--- src/rtl/bridge_pkg.sv ---
package bridge_pkg;

  localparam int MAX_SEL_W = 8;

  typedef enum logic [1:0] {
    RSP_PERIPH = 2'd0,
    RSP_ZERO   = 2'd1,
    RSP_ONES   = 2'd2
  } rsp_kind_e;

  function automatic logic is_one_hot(input logic [MAX_SEL_W-1:0] v);
    logic [3:0] n;
    n = '0;
    for (int i = 0; i < MAX_SEL_W; i++) n = n + {3'b000, v[i]};
    return (n == 4'd1);
  endfunction

endpackage

--- src/rtl/bridge_ctrl.sv ---
module bridge_ctrl
  import bridge_pkg::*;
#(
  parameter int NUM_PERIPH = 4,
  parameter int CTL_W      = 8
) (
  input  logic                  clk,
  input  logic                  rst_n,
  input  logic                  ctl_wr,
  input  logic [CTL_W-1:0]      ctl_wdata,
  output logic [CTL_W-1:0]      ctl_q,
  output logic [NUM_PERIPH-1:0] sel,
  output logic                  rd_dir,
  output logic                  sel_ok,
  output logic                  load,
  output logic                  load_run,
  output logic [NUM_PERIPH-1:0] rreq_stb
);
  localparam int DIR_BIT = NUM_PERIPH;

  logic [NUM_PERIPH-1:0] new_sel;
  logic                  new_ok;

  assign new_sel = ctl_wdata[NUM_PERIPH-1:0];
  assign new_ok  = is_one_hot(MAX_SEL_W'(new_sel));

  always_ff @(posedge clk) begin
    if (!rst_n) begin
      ctl_q    <= '0;
      rreq_stb <= '0;
    end else begin
      rreq_stb <= '0;
      if (ctl_wr) begin
        ctl_q <= ctl_wdata;
        if (ctl_wdata[DIR_BIT] && new_ok) rreq_stb <= new_sel;
      end
    end
  end

  assign sel      = ctl_q[NUM_PERIPH-1:0];
  assign rd_dir   = ctl_q[DIR_BIT];
  assign sel_ok   = is_one_hot(MAX_SEL_W'(sel));
  assign load     = ctl_wr;
  assign load_run = |new_sel;

endmodule

--- src/rtl/bridge_pacer.sv ---
module bridge_pacer #(
  parameter int PERIOD_CYC = 50000
) (
  input  logic clk,
  input  logic rst_n,
  input  logic load,
  input  logic load_run,
  output logic nmi
);
  localparam int CNT_W = (PERIOD_CYC > 2) ? $clog2(PERIOD_CYC) : 1;
  localparam logic [CNT_W-1:0] LAST = CNT_W'(PERIOD_CYC - 1);

  logic [CNT_W-1:0] cnt;
  logic             running;
  logic             at_end;

  assign at_end = (cnt == LAST);

  always_ff @(posedge clk) begin
    if (!rst_n) begin
      cnt     <= '0;
      running <= 1'b0;
      nmi     <= 1'b0;
    end else if (load) begin
      cnt     <= '0;
      running <= load_run;
      nmi     <= 1'b0;
    end else if (running) begin
      nmi <= at_end;
      cnt <= at_end ? '0 : cnt + 1'b1;
    end else begin
      nmi <= 1'b0;
    end
  end

endmodule

--- src/rtl/bridge_router.sv ---
module bridge_router
  import bridge_pkg::*;
#(
  parameter int NUM_PERIPH = 4,
  parameter int DATA_W     = 8
) (
  input  logic                         clk,
  input  logic                         rst_n,
  input  logic [NUM_PERIPH-1:0]        sel,
  input  logic                         rd_dir,
  input  logic                         sel_ok,
  input  logic                         wr_valid,
  input  logic [DATA_W-1:0]            wdata,
  input  logic                         rd_valid,
  output logic                         rsp_valid,
  output logic [DATA_W-1:0]            rsp_data,
  output logic [NUM_PERIPH-1:0]        wr_stb,
  output logic [DATA_W-1:0]            wr_data,
  output logic [NUM_PERIPH-1:0]        rd_stb,
  input  logic [NUM_PERIPH*DATA_W-1:0] rd_data
);
  logic      rd_pend;
  rsp_kind_e rd_kind;
  rsp_kind_e next_kind;
  logic [DATA_W-1:0] lane_mux;

  always_comb begin
    if (!rd_dir)      next_kind = RSP_ZERO;
    else if (!sel_ok) next_kind = RSP_ONES;
    else              next_kind = RSP_PERIPH;
  end

  always_comb begin
    lane_mux = '0;
    for (int k = 0; k < NUM_PERIPH; k++)
      lane_mux = lane_mux | (rd_data[k*DATA_W +: DATA_W] & {DATA_W{rd_stb[k]}});
  end

  // stage 1: strobes toward the peripherals
  always_ff @(posedge clk) begin
    if (!rst_n) begin
      wr_stb  <= '0;
      wr_data <= '0;
      rd_stb  <= '0;
      rd_pend <= 1'b0;
      rd_kind <= RSP_ZERO;
    end else begin
      wr_stb  <= '0;
      rd_stb  <= '0;
      rd_pend <= rd_valid;
      if (wr_valid && !rd_dir && sel_ok) begin
        wr_stb  <= sel;
        wr_data <= wdata;
      end
      if (rd_valid) begin
        rd_kind <= next_kind;
        if (next_kind == RSP_PERIPH) rd_stb <= sel;
      end
    end
  end

  // stage 2: response back to the host
  always_ff @(posedge clk) begin
    if (!rst_n) begin
      rsp_valid <= 1'b0;
      rsp_data  <= '0;
    end else begin
      rsp_valid <= rd_pend;
      if (rd_pend) begin
        unique case (rd_kind)
          RSP_PERIPH: rsp_data <= lane_mux;
          RSP_ONES:   rsp_data <= '1;
          default:    rsp_data <= '0;
        endcase
      end
    end
  end

endmodule

--- src/rtl/nmi_paced_bridge.sv ---
module nmi_paced_bridge #(
  parameter int NUM_PERIPH = 4,
  parameter int DATA_W     = 8,
  parameter int PERIOD_CYC = 50000
) (
  input  logic                         clk,
  input  logic                         rst_n,
  input  logic                         ctl_wr,
  input  logic [DATA_W-1:0]            ctl_wdata,
  output logic [DATA_W-1:0]            ctl_rdata,
  input  logic                         dat_wr_valid,
  output logic                         dat_wr_ready,
  input  logic [DATA_W-1:0]            dat_wdata,
  input  logic                         dat_rd_valid,
  output logic                         dat_rd_ready,
  output logic                         dat_rsp_valid,
  output logic [DATA_W-1:0]            dat_rsp_data,
  output logic                         nmi,
  output logic [NUM_PERIPH-1:0]        pf_wr_stb,
  output logic [DATA_W-1:0]            pf_wr_data,
  output logic [NUM_PERIPH-1:0]        pf_rd_stb,
  input  logic [NUM_PERIPH*DATA_W-1:0] pf_rd_data,
  output logic [NUM_PERIPH-1:0]        pf_rreq_stb
);
  logic [NUM_PERIPH-1:0] sel;
  logic rd_dir, sel_ok, load, load_run;

  assign dat_wr_ready = 1'b1;
  assign dat_rd_ready = 1'b1;

  bridge_ctrl #(.NUM_PERIPH(NUM_PERIPH), .CTL_W(DATA_W)) u_ctrl (
    .clk(clk), .rst_n(rst_n), .ctl_wr(ctl_wr), .ctl_wdata(ctl_wdata),
    .ctl_q(ctl_rdata), .sel(sel), .rd_dir(rd_dir), .sel_ok(sel_ok),
    .load(load), .load_run(load_run), .rreq_stb(pf_rreq_stb)
  );

  bridge_pacer #(.PERIOD_CYC(PERIOD_CYC)) u_pacer (
    .clk(clk), .rst_n(rst_n), .load(load), .load_run(load_run), .nmi(nmi)
  );

  bridge_router #(.NUM_PERIPH(NUM_PERIPH), .DATA_W(DATA_W)) u_router (
    .clk(clk), .rst_n(rst_n), .sel(sel), .rd_dir(rd_dir), .sel_ok(sel_ok),
    .wr_valid(dat_wr_valid), .wdata(dat_wdata), .rd_valid(dat_rd_valid),
    .rsp_valid(dat_rsp_valid), .rsp_data(dat_rsp_data),
    .wr_stb(pf_wr_stb), .wr_data(pf_wr_data), .rd_stb(pf_rd_stb),
    .rd_data(pf_rd_data)
  );

endmodule

--- config.mk ---
export PLATFORM = sky130hd
export DESIGN_NAME = nmi_paced_bridge
export DESIGN_NICKNAME = d
export VERILOG_FILES = /design/src/rtl/bridge_pkg.sv /design/src/rtl/bridge_ctrl.sv /design/src/rtl/bridge_pacer.sv /design/src/rtl/bridge_router.sv /design/src/rtl/nmi_paced_bridge.sv
export SDC_FILE = /design/constraint.sdc
export NUM_CORES = 1
export LEC_CHECK = 0
export BUFFER_PORTS_ARGS = -buffer_cell sky130_fd_sc_hd__buf_2
export CAP_MARGIN = 10
export CORE_MARGIN = 10
export CORE_UTILIZATION = 53
export DETAILED_ROUTE_END_ITERATION = 6
export PLACE_DENSITY_LB_ADDON = 0.12
export RECOVER_POWER = 100
export SLEW_MARGIN = 0
export SYNTH_ARGS = -nofsm -noshare
export SYNTH_HDL_FRONTEND = slang
export SYNTH_SLANG_ARGS = --single-unit
--- constraint.sdc ---
create_clock -name clk -period 3.9 [get_ports clk]
set_clock_uncertainty 0.1 [all_clocks]
set_input_delay 0.195 -clock clk [delete_from_list [all_inputs] [get_ports clk]]
set_output_delay 0.195 -clock clk [all_outputs]
set_load 0.02 [all_outputs]
==> results.ini <==
[timing]
hold_violations = 0
max_freq_mhz = 366.5
finalSetupViolCount = 0
setup_tns_ns = 0
rsz0062_at_grt = false
finalMaxSlewViolations = 0
fin_ws_ns = 1.171
tightest_slew_ns = 1.227
period_share = 0.6997
min_period_ns = 2.729
hold_ws_ns = 0.01999
maxSlewHeadroom = 0.1817

[cells_and_area]
layoutNonFillerInstCount = 402
drive_gt1_frac = 0.1983
n_antenna_cell = 0
area_delta_synth_final_pct = 21.76
layout.nets = 404

[synthesis]
synthCells = 258
synth_compound_area_frac = 0.1103
synthDistinctLibCells = 42
ys_warn_count = 0
seq_area_frac_synth = 0.4610
synth_edf_count = 0
synth_top_family_by_area = simple AND/OR/NAND/NOR gates
synth-xor-area-share = 0.04521
synth_commonest_cells = dfxtp_1 (58), nor2b_1 (23), a21oi_1 (18)
ys.flop_type = dfxtp_1
yosysMostFrequentCell = dfxtp_1
yosys.area_share.simple = 0.2231
synth.area.top_cells = dfxtp_1 (46%), mux2i_1 (6.4%), nor2b_1 (5.7%)
synthArstFlopShare = 0
synth_mux_area_frac = 0.06359
yosys.area_share.adder = 0.04570
synth_area_leader_cell = dfxtp_1
avgSynthCellArea_um2 = 9.762
synth_seq_cells = 58
synth_area_um2 = 2519
yosysTopAreaCellShare = 0.4610

[floorplan]
die_area_um2 = 7909
coreArea_um2 = 4661
start_util = 0.5404
io_pins = 93
die_h_um = 88.94
rows = 25
die_w_um = 88.94

[cts]
clkTransAtPathRegs_ns = 0.07
clk-insertion-delay-late_ns = 0.33
cts_root_buf = clkbuf_8
numClockSinks = 58
cts_buffers = 9
cts_buffer_depth = 2
htree_levels = 3
postCtsSetupRepairBufs = 0
cts_tree = done

[global_routing]
grt_pass1_vias = 2184
grt_overflow = 0
grt_usage = 0.1530
antenna_found_initial = 0
grt_max_degree = 36
grt_pass1_wl_um = 9549

[route]
dr.pass1.iters = 6
via_per_inst = 5.284
drt_iter0_drc = 123
ant_nets = 0
vias = 2124
wl_per_cell_um = 15.04
drc = 0
wl_um = 6045

[power_and_ir_drop]
total_power_mw = 1.210
cellPowerDensity_nw_per_um2 = 394.7
peakVddDrop_uv = 334.4
p_leak_nw = 1.232

[placement]
dp.final_hpwl_um = 4534
io_buffers = 90
gp_congestion = 0.8466
pre_cts_ws_ns = 1.209
numPlacedInstances = 385

[setup_path]
path_class = flip-flop to flip-flop
reg2reg_slack_ns = 1.17
start_kind = flip-flop
cp_max_fo = 12
r2r_cells = 7
endpoint_kind = flip-flop
regToRegEndpoint = u_router.wr_data[6]
critical_path_required_ns = 4.02
r2r_start = u_ctrl.ctl_q[1]
crit_arrival_ns = 2.84

[worst_hold_path]
min_to = u_ctrl.ctl_q[5]
min_path_cells = 3
hp-start = ctl_wdata[5]
min_path_type = primary input to flip-flop

[run]
drv_cap = 0

[outcome]
outcome = finished clean

==> repair_timing <==
action,CTS,global route
gates resized for setup,0,0
endpoints found under the hold margin,1,0
hold buffers,1,0
==> logic make-up after synthesis <==
logic type	Yosys count
mux	16
flops	58
buf+inv	26
fa+ha+maj	8
simple gates	95
compound gates	41
xor+xnor	13
other cells	1
==> worst max-delay path, stage by stage (launching register included) <==
cell,delay [ns]
dfxtp_1,0.40
ha_1,0.27
fa_1,0.36
ha_1,0.28
nor3b_1,0.30
and3b_1,0.59
mux2i_1,0.25
nor2b_1,0.06
==> worst max path at each step <==
stage / startpoint / cells past startpoint / endpoint
finish: u_ctrl.ctl_q[1] / 7 / u_router.wr_data[6]
global route: u_ctrl.ctl_q[1] / 7 / u_router.wr_data[6]
floorplan: u_ctrl.ctl_q[1] / 9 / u_router.wr_data[2]
detailed placement: u_ctrl.ctl_q[1] / 7 / u_router.wr_data[0]
global placement: u_ctrl.ctl_q[0] / 7 / u_router.wr_data[3]
CTS: u_ctrl.ctl_q[1] / 7 / u_router.wr_data[6]
==> state kept, by name, indices dropped and copies added (netlist names) <==
signal,count
u_ctrl.rreq_stb,4
u_pacer.running,1
u_router.rd_pend,1
u_router.rsp_data,8
u_router.wr_stb,4
u_pacer.cnt,16
u_pacer.nmi,1
u_router.rd_stb,4
u_ctrl.ctl_q,8
u_router.rsp_valid,1
u_router.rd_kind,2
u_router.wr_data,8
==> final cells by class <==
| type | instances | area, um^2 |
|---|---|---|
| fill | 437 | 1594 |
| multi-input combinational | 175 | 1225 |
| sequential | 58 | 1161 |
| timing repair buffer | 91 | 411.6 |
| clock buffer | 11 | 141.4 |
| tap | 54 | 67.56 |
| clock inverter | 5 | 30.03 |
| inverter | 8 | 30.03 |
==> per-stage QoR <==
stage          area, um^2  utilization
2_1_floorplan        2522            -
3_3_place_gp         2945       0.6319
3_5_place_dp         2945       0.6319
4_1_cts              3127       0.6709
5_1_grt              3067       0.6580
6_report             3067       0.6580
==> cell usage in the layout (no fill, tap or decap), types with 4 or more instances in the layout <==
cell,netlist,routed
clkbuf_1,11,40
o21a_1,8,8
a222oi_1,8,8
nand4_1,5,5
ha_1,6,6
nand3_1,4,4
nand2_1,8,8
or4_1,3,4
and3_1,6,6
dfxtp_1,58,58
and2_0,0,7
a21oi_1,18,18
mux2i_1,16,16
clkbuf_8,0,10
and2_1,11,4
xor2_1,6,6
inv_1,8,8
nor2_1,17,17
buf_2,1,51
nand2b_1,3,4
xnor2_1,7,7
nor2b_1,23,23
==> power breakdown <==
| part | internal, mW | switching, mW |
|---|---|---|
| sequential | 0.608 | 0.0137 |
| clock | 0.244 | 0.227 |
| combinational | 0.0528 | 0.0648 |
==> layer usage <==
layer	wire length, um	vias up	GRT usage
li1	-	1063	-
met4	34	0	0.04769
met1	2451	990	0.1589
met5	0	-	0
met2	3031	67	0.2640
met3	528	4	0.07748
No activity file was read; power rests on OpenSTA's default activity.
